$ cat src/rtl/pgx_pkg.sv
package pgx_pkg;

    typedef enum logic [1:0] {
        ST_IDLE  = 2'd0,
        ST_RUN   = 2'd1,
        ST_DONE  = 2'd2,
        ST_FAULT = 2'd3
    } pgx_state_e;

endpackage

$ cat src/rtl/pgx_frame_mux.sv
module pgx_frame_mux #(
    parameter int NUM_PAGES = 5,
    parameter int FRAME_W   = 20,
    parameter int IDX_W     = 3
) (
    input  logic [NUM_PAGES*FRAME_W-1:0] frames_flat,
    input  logic [IDX_W-1:0]             sel,
    output logic [FRAME_W-1:0]           frame
);

    logic [FRAME_W-1:0] frames [NUM_PAGES];

    for (genvar g = 0; g < NUM_PAGES; g++) begin : g_unpack
        assign frames[g] = frames_flat[g*FRAME_W +: FRAME_W];
    end

    always_comb begin
        frame = '0;
        for (int k = 0; k < NUM_PAGES; k++) begin
            if (IDX_W'(k) == sel) frame = frames[k];
        end
    end

endmodule

$ cat src/rtl/pgx_beat_sizer.sv
module pgx_beat_sizer #(
    parameter int PAGE_BITS  = 12,
    parameter int LEN_W      = 16,
    parameter int BEAT_BYTES = 8,
    parameter int BL_W       = 4
) (
    input  logic [PAGE_BITS-1:0] off,
    input  logic [LEN_W-1:0]     rem,
    output logic [BL_W-1:0]      len
);

    localparam int CW        = LEN_W + 1;
    localparam int PAGE_SIZE = 1 << PAGE_BITS;

    logic [CW-1:0] room;
    logic [CW-1:0] cand;

    always_comb begin
        room = CW'(PAGE_SIZE) - CW'(off);
        cand = CW'(BEAT_BYTES);
        if (CW'(rem) < cand) cand = CW'(rem);
        if (room < cand)     cand = room;
        len = cand[BL_W-1:0];
    end

endmodule

$ cat src/rtl/pgx_span_check.sv
module pgx_span_check #(
    parameter int NUM_PAGES = 5,
    parameter int PAGE_BITS = 12,
    parameter int LEN_W     = 16,
    parameter int IDX_W     = 3
) (
    input  logic [IDX_W-1:0]     idx,
    input  logic [PAGE_BITS-1:0] off,
    input  logic [LEN_W-1:0]     len,
    output logic                 empty,
    output logic                 too_many
);

    localparam int CW = LEN_W + 1;
    localparam int TW = CW + 1;

    logic [CW-1:0] last_byte;
    logic [CW-1:0] page_span;
    logic [TW-1:0] end_entry;

    assign empty     = (len == '0);
    assign last_byte = CW'(off) + CW'(len) - CW'(1);
    assign page_span = last_byte >> PAGE_BITS;
    assign end_entry = TW'(idx) + TW'(page_span) + TW'(1);
    assign too_many  = !empty && (end_entry > TW'(NUM_PAGES));

endmodule

$ cat src/rtl/pgx_addr_gen.sv
module pgx_addr_gen
    import pgx_pkg::*;
#(
    parameter int ADDR_W     = 32,
    parameter int PAGE_BITS  = 12,
    parameter int NUM_PAGES  = 5,
    parameter int BEAT_BYTES = 8,
    parameter int LEN_W      = 16,
    parameter int IDX_W      = $clog2(NUM_PAGES + 1),
    parameter int BL_W       = $clog2(BEAT_BYTES + 1)
) (
    input  logic                        clk,
    input  logic                        rst_n,
    input  logic                        start,
    input  logic [NUM_PAGES*ADDR_W-1:0] page_ptrs,
    input  logic [IDX_W-1:0]            start_idx,
    input  logic [PAGE_BITS-1:0]        start_off,
    input  logic [LEN_W-1:0]            xfer_len,
    output logic                        beat_valid,
    output logic [ADDR_W-1:0]           beat_addr,
    output logic [BL_W-1:0]             beat_bytes,
    output logic [LEN_W-1:0]            bytes_left,
    output logic [IDX_W-1:0]            cur_idx,
    output logic [PAGE_BITS-1:0]        cur_off,
    output logic                        done,
    output logic                        err
);

    localparam int FRAME_W   = ADDR_W - PAGE_BITS;
    localparam int PAGE_SIZE = 1 << PAGE_BITS;

    pgx_state_e state_q, state_d;

    logic [IDX_W-1:0]             idx_q;
    logic [PAGE_BITS-1:0]         off_q;
    logic [LEN_W-1:0]             rem_q;
    logic [NUM_PAGES*FRAME_W-1:0] frames_q;

    logic [NUM_PAGES*FRAME_W-1:0]   frames_in;
    logic [NUM_PAGES*PAGE_BITS-1:0] low_in;
    logic                           unused_low;

    logic [FRAME_W-1:0]   frame_sel;
    logic [BL_W-1:0]      beat_len;
    logic [PAGE_BITS:0]   off_sum;
    logic                 page_wrap;
    logic                 req_empty;
    logic                 req_too_many;
    logic                 accept;
    logic                 last_beat;

    // Split every pointer into its frame bits and the ignored in-page bits
    for (genvar g = 0; g < NUM_PAGES; g++) begin : g_split
        assign frames_in[g*FRAME_W +: FRAME_W]   = page_ptrs[g*ADDR_W + PAGE_BITS +: FRAME_W];
        assign low_in[g*PAGE_BITS +: PAGE_BITS]  = page_ptrs[g*ADDR_W +: PAGE_BITS];
    end
    assign unused_low = ^low_in;

    pgx_frame_mux #(
        .NUM_PAGES (NUM_PAGES),
        .FRAME_W   (FRAME_W),
        .IDX_W     (IDX_W)
    ) u_mux (
        .frames_flat (frames_q),
        .sel         (idx_q),
        .frame       (frame_sel)
    );

    pgx_beat_sizer #(
        .PAGE_BITS  (PAGE_BITS),
        .LEN_W      (LEN_W),
        .BEAT_BYTES (BEAT_BYTES),
        .BL_W       (BL_W)
    ) u_sizer (
        .off (off_q),
        .rem (rem_q),
        .len (beat_len)
    );

    pgx_span_check #(
        .NUM_PAGES (NUM_PAGES),
        .PAGE_BITS (PAGE_BITS),
        .LEN_W     (LEN_W),
        .IDX_W     (IDX_W)
    ) u_span (
        .idx      (start_idx),
        .off      (start_off),
        .len      (xfer_len),
        .empty    (req_empty),
        .too_many (req_too_many)
    );

    assign accept    = (state_q == ST_IDLE) && start;
    assign off_sum   = {1'b0, off_q} + (PAGE_BITS+1)'(beat_len);
    assign page_wrap = off_sum[PAGE_BITS];
    assign last_beat = (rem_q == LEN_W'(beat_len));

    // Next-state logic
    always_comb begin
        state_d = state_q;
        unique case (state_q)
            ST_IDLE: begin
                if (start) begin
                    if (req_empty)         state_d = ST_DONE;
                    else if (req_too_many) state_d = ST_FAULT;
                    else                   state_d = ST_RUN;
                end
            end
            ST_RUN:   if (last_beat) state_d = ST_DONE;
            ST_DONE:  state_d = ST_IDLE;
            ST_FAULT: state_d = ST_IDLE;
        endcase
    end

    // State register
    always_ff @(posedge clk or negedge rst_n) begin
        if (!rst_n) state_q <= ST_IDLE;
        else        state_q <= state_d;
    end

    // Position, length and pointer registers
    always_ff @(posedge clk or negedge rst_n) begin
        if (!rst_n) begin
            idx_q    <= '0;
            off_q    <= '0;
            rem_q    <= '0;
            frames_q <= '0;
        end else if (accept) begin
            idx_q    <= start_idx;
            off_q    <= start_off;
            rem_q    <= xfer_len;
            frames_q <= frames_in;
        end else if (state_q == ST_RUN) begin
            rem_q <= rem_q - LEN_W'(beat_len);
            if (page_wrap) begin
                off_q <= '0;
                idx_q <= idx_q + IDX_W'(1);
            end else begin
                off_q <= off_sum[PAGE_BITS-1:0];
            end
        end
    end

    // Outputs
    always_comb begin
        beat_valid = (state_q == ST_RUN);
        done       = (state_q == ST_DONE);
        err        = (state_q == ST_FAULT);
        beat_addr  = {frame_sel, off_q};
        beat_bytes = beat_len;
        bytes_left = rem_q;
        cur_idx    = idx_q;
        cur_off    = off_q;
    end


    beat_in_page_chk: assert property (@(posedge clk) disable iff (!rst_n)
        beat_valid |-> ((PAGE_BITS+1)'(cur_off) + (PAGE_BITS+1)'(beat_bytes)) <= (PAGE_BITS+1)'(PAGE_SIZE));


    beat_size_chk: assert property (@(posedge clk) disable iff (!rst_n)
        beat_valid |-> (beat_bytes != '0) && (beat_bytes <= BL_W'(BEAT_BYTES)));


    page_top_chk: assert property (@(posedge clk) disable iff (!rst_n)
        beat_valid |=> (cur_idx == $past(cur_idx)) || (cur_off == '0));


    left_shrinks_chk: assert property (@(posedge clk) disable iff (!rst_n)
        beat_valid |=> (bytes_left < $past(bytes_left)));


    done_drained_chk: assert property (@(posedge clk) disable iff (!rst_n)
        done |-> (bytes_left == '0));


    empty_done_chk: assert property (@(posedge clk) disable iff (!rst_n)
        (accept && (xfer_len == '0)) |=> done);


    idx_in_list_chk: assert property (@(posedge clk) disable iff (!rst_n)
        beat_valid |-> (cur_idx < IDX_W'(NUM_PAGES)));


    one_event_chk: assert property (@(posedge clk) disable iff (!rst_n)
        $onehot0({beat_valid, done, err}));

endmodule

$ cat config.mk
export PLATFORM = sky130hd
export DESIGN_NAME = pgx_addr_gen
export DESIGN_NICKNAME = d
export VERILOG_FILES = /design/src/rtl/pgx_pkg.sv /design/src/rtl/pgx_frame_mux.sv /design/src/rtl/pgx_beat_sizer.sv /design/src/rtl/pgx_span_check.sv /design/src/rtl/pgx_addr_gen.sv
export SDC_FILE = /design/constraint.sdc
export NUM_CORES = 1
export LEC_CHECK = 0
export BUFFER_PORTS_ARGS = -buffer_cell sky130_fd_sc_hd__buf_2
export CAP_MARGIN = 5
export CORE_ASPECT_RATIO = 1.2
export CORE_MARGIN = 2
export CORE_UTILIZATION = 25
export DETAILED_ROUTE_END_ITERATION = 8
export GPL_TIMING_DRIVEN = 0
export PLACE_DENSITY = 0.41
export SYNTH_ARGS = -nofsm -noshare
export SYNTH_HDL_FRONTEND = slang
export SYNTH_HIERARCHICAL = 1
export SYNTH_SLANG_ARGS = --single-unit
export TNS_END_PERCENT = 30
$ cat constraint.sdc
create_clock -name clk -period 6 [get_ports clk]
set_clock_uncertainty 0.2 [all_clocks]
set_input_delay 0.9 -clock clk [delete_from_list [all_inputs] [get_ports clk]]
set_output_delay 0.9 -clock clk [all_outputs]
set_load 0.02 [all_outputs]
==> results of run 1 <==
-- area by class of cell --
| type | instances | area [um^2] |
|---|---|---|
| repair buffers | 204 | 1050 |
| multi-input cells | 777 | 4630 |
| plain buffers | 60 | 303 |
| clock inverters | 12 | 121 |
| fillers | 3677 | 22500 |
| well taps | 450 | 563 |
| inverters | 71 | 267 |
| flip-flops and latches | 133 | 3330 |
| clock buffers | 20 | 447 |
-- worst paths after layout --
| kind | startpoint | end | slack (ns) | depth (start not counted) |
|---|---|---|---|---|
| setup / recovery | cur_off[4] | cur_idx[1] | 0.63 | 18 |
| hold / removal | rst_n | bytes_left[9] | 0.24 | 1 |
| setup reg to reg | cur_off[4] | cur_idx[1] | 0.63 | 18 |
| hold reg to reg | frames_q[46] | frames_q[46] | 0.27 | 2 |
| max in group asynchronous | rst_n | frames_q[32] | 4.52 | 2 |
| min in group clk | frames_q[46] | frames_q[46] | 0.27 | 2 |
-- sequential cells by signal, indices dropped and copies added, names as in the netlist --
signal      count
state_q         2
cur_off        12
cur_idx         3
bytes_left     16
frames_q      100
-- worst reg2reg max path: stages (launching register included) --
cell and delay, ns:
dfrtp_1 0.50, nor4_1 0.40, nand2_1 0.14, or3_1 0.38
nor3_2 0.14, xnor2_1 0.09, ha_1 0.33, nand4_2 0.14
or4_4 0.57, a21o_1 0.18, nand3_2 0.11, mux2i_2 0.37
inv_1 0.14, fa_1 0.47, nand2b_1 0.21, a21oi_4 0.27
nand3_1 0.28, mux2i_1 0.23, o21ai_0 0.09
-- stage by stage --
stage / cells / setup WS (ns) / area (um^2)
2_1_floorplan: 1041 / 0.643 / 8510
3_3_place_gp: 1694 / 0.125 / 10100
3_5_place_dp: 1695 / 0.123 / 10100
4_1_cts: 1727 / 0.102 / 10700
5_1_grt: 1727 / 0.112 / 10700
6_report: 1727 / 0.628 / 10700
-- synth_stat cells, types with 4 or more instances --
cell	number	area, um^2
a22oi_1	5	37.5
a211oi_1	6	45.0
a21oi_1	30	150
o22a_1	7	61.3
buf_4	15	113
nor3_1	17	85.1
nand3_1	9	45.0
ha_1	52	651
nand4_1	7	43.8
nor2_1	36	135
xor2_1	12	105
o2bb2ai_1	13	114
mux2i_1	37	370
buf_2	5	25.0
a222oi_1	6	60.1
xnor2_1	8	70.1
mux2_2	7	78.8
mux2_4	4	60.1
nand2_1	355	1330
clkbuf_1	37	139
o22ai_1	14	87.6
o21a_1	14	105
dfrtp_1	133	3330
nand2b_1	4	25.0
nor4_1	10	62.6
and3_1	5	31.3
o21ai_0	38	190
nor2b_1	12	75.1
inv_1	70	263
a21o_1	5	37.5
a31oi_1	4	25.0
-- power by group --
group | internal [uW] | switching [uW]
Clock | 589 | 440
Sequential | 1330 | 417
Combinational | 1270 | 2090
-- per-layer routing --
layer | up-vias | global-route usage | part of all wire
met5 | - | 0 | 0.00071
met4 | 4 | 0.0366 | 0.0091
met3 | 25 | 0.0285 | 0.036
met2 | 163 | 0.287 | 0.49
met1 | 3749 | 0.229 | 0.47
li1 | 3925 | - | -
-- cells by family after synthesis --
logic type,synth area share
and+or+nand+nor,0.249
AOI/OAI and AO/OA,0.126
DFF,0.392
buffers and inverters,0.0671
adders and majority gates,0.0838
muxes,0.0600
xor gates and xnor gates,0.0207
other,0.000442
-- what timing repair did --
action                                  in CTS  in global routing
gates resized for setup                      0                  3
hold endpoints to repair                     0                  0
setup buffers                                0                  0
endpoints found under the setup margin       0                 14
==> flow_summary.yaml, run 1 <==
outcome:
  status: "complete, no violations"
clock_network:
  postCtsHoldBufs: 0
  h-tree-depth: 4
  clk_latency_ns: 0.43
  cts_buffers: 17
  cts_tree: "built"
  cts_sinks: 133
  cts_root_buf: "clkbuf_16"
  clk_pin_slew_ns: 0.06
  cts.path.max_buffers: 2
placed_design:
  finalWeightedCongestion: 0.784
  io_buffers: 203
  dp_hpwl_mm: 23.0
global_routing:
  grt_usage: 0.170
  antenna_found_initial: 2
  grt_pass1_wl_mm: 45.0
  grt-ovfl-total: 0
  grt_pass1_vias: 7748
  grt_max_degree: 75
timing:
  finalMaxSlewViolations: 0
  rsz0062_at_grt: "false"
  max_freq_ghz: 0.186
  tightest_slew_ns: 0.727
  holdWs_ns: 0.244
  fin_crit_ns: 5.37
  relSlewSlack: 0.515
  fin_crit_sh: 0.895
  fin_tns_setup_ns: 0
  hold_viol_final: 0
  setup_violations: 0
setup_path:
  cpPeakStageDelay_ns: 0.57
  cp-start-kind: "flip-flop"
  critPathSlowestCell: "or4_4"
  crit_chain: "nor4_1 -> nand2_1 -> or3_1 -> nor3_2 -> xnor2_1 -> ha_1 -> nand4_2 -> or4_4 -> a21o_1 -> nand3_2 -> mux2i_2 -> inv_1 -> fa_1 -> nand2b_1 -> a21oi_4 -> nand3_1 -> mux2i_1 -> o21ai_0"
  crit_path_end_kind: "flip-flop"
  critPathRequiredTime_ns: 6.09
  path_buf_inv: 1
  path_class: "reg2reg"
  critPathMaxFanout: 10
  crit_arrival_ns: 5.46
  cp_top_family: "simple AND/OR/NAND/NOR gates"
floorplanning:
  core_um2: 33200
  die_area_um2: 35400
  ios: 264
  fp.dieW_um: 172
  start_util: 0.255
  die-height_um: 206
  rows: 73
power_and_ir_drop:
  peakVddDrop_mv: 0.221
  powerDensity_nw_per_um2: 573
  power_leakage_uw: 0.00550
  total_power_uw: 6140
routing:
  vias: 7866
  drt-total-wl_mm: 29.6
  first_pass_iters: 6
  drtIter0Drc: 390
  vias_per_cell: 4.55
  wl_per_cell_um: 17.1
  drc_errors: 0
  final_antenna_net_count: 0
finish:
  layout_common_cells: "nand2_1, buf_2, dfrtp_1, inv_1, ha_1"
  layout-drive-gt1-share: 0.226
  final_util: 0.322
  layout_commonest_cell: "nand2_1"
  syn_to_final_growth_pct: 26.2
  layout.nets: 1513
  antennaDiodeCount: 0
yosys:
  syn-cell-area_um2: 8480
  ys_types: 68
  synth_seq_cells: 133
  seq_area_frac_synth: 0.392
  yosysWarningCount: 6
  synthCells: 1033
  ys_async_sr_fraction: 1.00
  synth-edff-count: 0
  synth.avg_cell_area_um2: 8.21
  synthFlopType: "dfrtp_1"
flow_run:
  drv_cap: 0
worst_hold_path:
  min_path_type: "in2async"
Note: power is estimated with default switching activity, not from simulation.
==> run 2, diff against run 1 <==
--- a/config.mk
+++ b/config.mk
@@ -13,6 +13,7 @@
 export DETAILED_ROUTE_END_ITERATION = 8
 export GPL_TIMING_DRIVEN = 0
 export PLACE_DENSITY = 0.41
+export RECOVER_POWER = 50
 export SYNTH_ARGS = -nofsm -noshare
 export SYNTH_HDL_FRONTEND = slang
 export SYNTH_HIERARCHICAL = 1
==> constraint.sdc (replaced) <==
create_clock -name clk -period 5.2 [get_ports clk]
set_clock_uncertainty 0.2 [all_clocks]
set_input_delay 0.78 -clock clk [delete_from_list [all_inputs] [get_ports clk]]
set_output_delay 0.78 -clock clk [all_outputs]
set_load 0.02 [all_outputs]
==> run 2 against run 1 <==
Net effect:
- non-clock buffer count is 19 higher
- final cell count is 1.1% higher
- fmax is 5.9% higher
- register-to-register slack worse by 0.50 ns
- combinational power is 24% higher
- worst hold slack better by 0.023 ns
- the flow now finishes with violations (capacitance limit, slew limit)
- global-route usage is 0.054 points higher
==> flow_summary.yaml, run 2 (same netlist as run 1, synthesis figures left out) <==
outcome:
  status: "finished, violations left"
  violations: "capacitance limit, slew limit"
timing:
  fin_crit_ns: 5.07
  fin_crit_sh: 0.976
  relSlewSlack: -0.809
  setup_violations: 0
  hold_viol_final: 0
  finalMaxSlewViolations: 43
  tightest_slew_ns: 2.71
  max_freq_ghz: 0.197
global_routing:
  grt_usage: 0.171
  grt-ovfl-total: 0
  grt_pass1_wl_mm: 45.1
  grt_pass1_vias: 7780
  antenna_found_initial: 2
  grt_max_degree: 92
flow_run:
  drv_cap: 1
power_and_ir_drop:
  powerDensity_nw_per_um2: 681
  power_leakage_uw: 0.00553
  peakVddDrop_mv: 0.223
  total_power_uw: 7470
finish:
  layout.nets: 1532
  layout_commonest_cell: "nand2_1"
  syn_to_final_growth_pct: 29.2
  layout-drive-gt1-share: 0.225
  largest_reg_flops: 100
  finalInstanceArea_um2: 11000
  nFillCells: 3656
  largest_register: "frames_q"
  layout_common_cells: "nand2_1, buf_2, dfrtp_1, inv_1, clkbuf_1"
setup_path:
  path_class: "reg2reg"
  worstReg2RegEnd: "bytes_left[6]"
  regToRegStartpoint: "cur_off[1]"
  r2r_slack_ns: 0.13
  critPathMaxFanout: 5
  cp-start-kind: "flip-flop"
  crit_arrival_ns: 5.18
  reg2reg_depth: 19
  critPathRequiredTime_ns: 5.31
  crit_path_end_kind: "flip-flop"
worst_hold_path:
  whs_path_depth: 2
  min_path_type: "reg2reg"
  min_to: "frames_q[59]"
  hp-start: "frames_q[59]"
placed_design:
  dp_hpwl_mm: 23.2
  io_buffers: 203
  post_dp_cell_area_um2: 10100
  finalWeightedCongestion: 0.782
clock_network:
  cts_sinks: 133
  clk_pin_slew_ns: 0.06
  clk_latency_ns: 0.43
  cts_root_buf: "clkbuf_16"
  cts_tree: "built"
  cts.path.max_buffers: 2
  cts_buffers: 17
  h-tree-depth: 4
floorplanning:
  die_area_um2: 35400
  fp.dieW_um: 172
  ios: 264
  die-height_um: 206
  rows: 73
  core_um2: 33200
  start_util: 0.255
routing:
  first_pass_iters: 5
  vias_per_cell: 4.53
  drt-total-wl_mm: 29.9
  vias: 7910
  wl_per_cell_um: 17.1
  final_antenna_net_count: 0
  drc_errors: 0
  drtIter0Drc: 378
run 2: what timing repair did:
item                                    in CTS  in global routing
hold buffers                                 0                  0
resized for setup                           12                 10
pin swaps                                    0                  6
buffers inserted                             1                 18
endpoints found under the setup margin      21                 22
run 2: worst max-delay path, stage by stage (launching register included):
cell     delay (ns)
dfrtp_2        0.43
inv_1          0.06
ha_2           0.24
nand2_1        0.10
or3_4          0.36
nor3_4         0.19
xnor2_2        0.08
ha_1           0.35
nand4_4        0.12
or4_4          0.56
a21o_1         0.20
nand3_4        0.12
mux2_4         0.34
inv_1          0.07
ha_1           0.27
nor2b_1        0.16
o21a_2         0.23
or4_1          0.42
or2_2          0.30
o221a_2        0.13
run 2: how the worst max path moves through the flow:
stage | start | to | cells after the start
after floorplan | cur_off[4] | cur_idx[0] | 18
after global placement | cur_off[2] | cur_idx[1] | 18
after detailed placement | cur_off[2] | cur_idx[0] | 18
after CTS | cur_off[0] | bytes_left[6] | 19
after global routing | cur_off[1] | bytes_left[6] | 19
final | cur_off[1] | bytes_left[6] | 19
run 2: routing by layer:
metal  wire length [um]  global-route usage  part of all wire  vias up
li1                   -                   -                 -     3950
met1              13600               0.224              0.45     3764
met2              14700               0.291              0.49      166
met3               1130              0.0273             0.038       28
met4                452              0.0462             0.015        2
met5                 11                   0           0.00037        -
run 2: through the flow:
step,hold WS [ns],std cells,setup TNS (ns),worst slack [ns],utilization
2_1_floorplan,0.238,1041,0,0.0179,-
3_3_place_gp,0.253,1694,-5.15,-0.553,0.304
3_5_place_dp,0.257,1695,-6.41,-0.648,0.305
4_1_cts,0.0894,1727,0,0.0115,0.325
5_1_grt,0.288,1745,-0.0578,-0.0282,0.330
6_report,0.267,1746,0,0.127,0.330
run 2: where the power goes:
part | internal (uW) | switching, uW | total, uW
registers | 1540 | 462 | 2000
logic | 1620 | 2540 | 4160
clock network | 808 | 505 | 1310
run 2: cell type report:
class	count	area, um^2	area share
Antenna cell	1	2.50	0.000228
Multi-Input combinational cell	777	4710	0.430
Buffer	60	303	0.0276
Clock inverter	13	196	0.0179
Clock buffer	18	429	0.0392
Inverter	71	267	0.0243
Tap cell	450	563	0.0514
Timing Repair Buffer	223	1150	0.105
Sequential cell	133	3330	0.304
==> run 3, diff against run 2 <==
--- a/config.mk
+++ b/config.mk
@@ -12,8 +12,10 @@
 export CORE_UTILIZATION = 25
 export DETAILED_ROUTE_END_ITERATION = 8
 export GPL_TIMING_DRIVEN = 0
+export HOLD_SLACK_MARGIN = 0.02
 export PLACE_DENSITY = 0.41
 export RECOVER_POWER = 50
+export REMOVE_ABC_BUFFERS = 1
 export SYNTH_ARGS = -nofsm -noshare
 export SYNTH_HDL_FRONTEND = slang
 export SYNTH_HIERARCHICAL = 1
==> constraint.sdc (replaced) <==
create_clock -name clk -period 5.2 [get_ports clk]
set_clock_uncertainty 0.2 [all_clocks]
set_input_delay 0.78 -clock clk [delete_from_list [all_inputs] [get_ports clk]]
set_output_delay 0.78 -clock clk [all_outputs]
set_load 0.05 [all_outputs]
==> run 3 against run 2 <==
Net effect:
- the flow still finishes with violations (capacitance limit, slew limit)
- total power is 6.9% higher
- cell area is 1.5% lower
- largest cell class unchanged
- worst setup slack better by 0.14 ns
- clock power about the same
- critical path type unchanged
- via count is 2.5% lower
==> flow_summary.yaml, run 3 (same netlist as run 1, synthesis figures left out) <==
outcome:
  status: "finished, violations left"
  violations: "capacitance limit, slew limit"
finish:
  regArea_um2: 3340
  final_util: 0.325
  post_layout_nonfiller_instances: 1692
  layout-drive-gt1-share: 0.226
  multi_input_area_um2: 4720
  layout.nets: 1477
  largest_reg_flops: 100
  largest_register: "frames_q"
  layout_common_cells: "nand2_1, buf_2, dfrtp_1, inv_1, ha_1"
  layout_commonest_cell: "nand2_1"
  nFillCells: 3673
  syn_to_final_growth_pct: 27.3
timing:
  fin_crit_ns: 4.94
  setup_violations: 0
  holdWs_ns: 0.263
  finalMaxSlewViolations: 60
  tightest_slew_ns: 3.62
  rsz0062_at_grt: "false"
  relSlewSlack: -1.41
  fin_crit_sh: 0.949
  max_freq_ghz: 0.203
  hold_viol_final: 0
  layout_setup_ws_ns: 0.263
global_routing:
  grt_max_degree: 75
  grt-ovfl-total: 0
  antenna_found_initial: 5
  grt_usage: 0.153
  grt_pass1_wl_mm: 41.9
  grt_pass1_vias: 7639
placed_design:
  finalWeightedCongestion: 0.766
  io_buffers: 203
  dp_hpwl_mm: 19.2
  dp_slack_ns: -0.737
  place_inst: 1643
power_and_ir_drop:
  powerDensity_nw_per_um2: 740
  seqPwrFrac: 0.255
  p_int_uw: 3860
  p_sw_uw: 4130
  power_leakage_uw: 0.00544
  power_frac_comb: 0.583
  peakVddDrop_mv: 0.484
  clkPwrFrac: 0.161
  swShare: 0.516
  total_power_uw: 7990
floorplanning:
  fp.dieW_um: 172
  die_area_um2: 35400
  die-height_um: 206
  rows: 73
  core_um2: 33200
  ios: 264
  start_util: 0.255
routing:
  final_antenna_net_count: 0
  first_pass_iters: 5
  drc_errors: 0
  drt-total-wl_mm: 26.7
  drtIter0Drc: 309
  vias: 7712
  vias_per_cell: 4.56
  wl_per_cell_um: 15.8
clock_network:
  clk_latency_ns: 0.42
  cts_tree: "built"
  cts_buffers: 17
  cts_sinks: 133
  cts_root_buf: "clkbuf_16"
  postCtsHoldBufs: 0
  h-tree-depth: 4
  clk_pin_slew_ns: 0.07
  cts.path.max_buffers: 2
worst_hold_path:
  min_path_type: "reg2reg"
setup_path:
  path_class: "reg2reg"
  critPathMaxFanout: 5
  cp-start-kind: "flip-flop"
  crit_path_end_kind: "flip-flop"
  critPathRequiredTime_ns: 5.31
  crit_arrival_ns: 5.05
flow_run:
  drv_cap: 1
run 3: cell count changes in the layout (fill, tap and decap cells not counted), moves of 4 or more:
cell      delta
clkinv_2     +4
clkbuf_1    -35
buf_4       -12
buf_2       -10
buf_12       +4
run 3: what timing repair did:
action	in CTS	in global routing
resized for setup	10	14
endpoints found under the setup margin	23	27
setup buffers	0	15
pin swaps	0	2
run 3: through the flow:
stage | setup TNS, ns | area, um^2
finish | 0 | 10800
global route | 0 | 10800
CTS | 0 | 10700
detailed placement | -8.62 | 10000
global placement | -416.09 | 9790
floorplan | -24.32 | 8210
run 3: metal layers:
| layer | share of wire | routed length [um] | GRT usage |
|---|---|---|---|
| met1 | 0.46 | 12400 | 0.199 |
| met2 | 0.48 | 12700 | 0.258 |
| met3 | 0.049 | 1300 | 0.0333 |
| met4 | 0.010 | 279 | 0.0387 |
| met5 | 0.0022 | 58 | 0 |
run 3: layout make-up:
| type | count | share of cell area |
|---|---|---|
| Multi-Input combinational cell | 777 | 0.438 |
| Sequential cell | 133 | 0.309 |
| Timing Repair Buffer | 228 | 0.120 |
| Tap cell | 450 | 0.0522 |
| Clock buffer | 18 | 0.0407 |
| Inverter | 71 | 0.0247 |
| Clock inverter | 14 | 0.0160 |
| Antenna cell | 1 | 0.000232 |
run 3: power groups by stage:
stage | registers [uW] | logic (uW) | clock network, uW
2_1_floorplan | 2550 | 2720 | 0
4_1_cts | 2080 | 4530 | 1340
6_report | 2040 | 4660 | 1290
5_1_grt | 2140 | 5130 | 1370
3_5_place_dp | 2090 | 4470 | 0
3_3_place_gp | 2190 | 4360 | 0
run 3: worst max-delay path, stage by stage (launching register included):
cell     delay, ns
dfrtp_2       0.45
nor4_4        0.30
nand2_2       0.11
or3_4         0.35
nor3_2        0.13
xnor2_1       0.09
ha_1          0.32
nand4_2       0.13
or4_4         0.57
a21o_1        0.18
nand3_2       0.11
mux2_4        0.34
inv_1         0.07
ha_1          0.27
nor2b_1       0.17
o21a_2        0.21
or4_1         0.41
or2_2         0.30
o221a_2       0.12
run 3: final timing paths:
| kind | startpoint | to | slack [ns] | depth (start not counted) |
|---|---|---|---|---|
| max in group asynchronous | rst_n | cur_idx[0] | 1.09 | 1 |
| max reg2reg | cur_off[5] | bytes_left[6] | 0.26 | 18 |
| max | cur_off[5] | bytes_left[6] | 0.26 | 18 |
| min | frames_q[47] | frames_q[47] | 0.26 | 2 |
| min in group asynchronous | rst_n | frames_q[85] | 1.40 | 1 |
| min reg2reg | frames_q[47] | frames_q[47] | 0.26 | 2 |
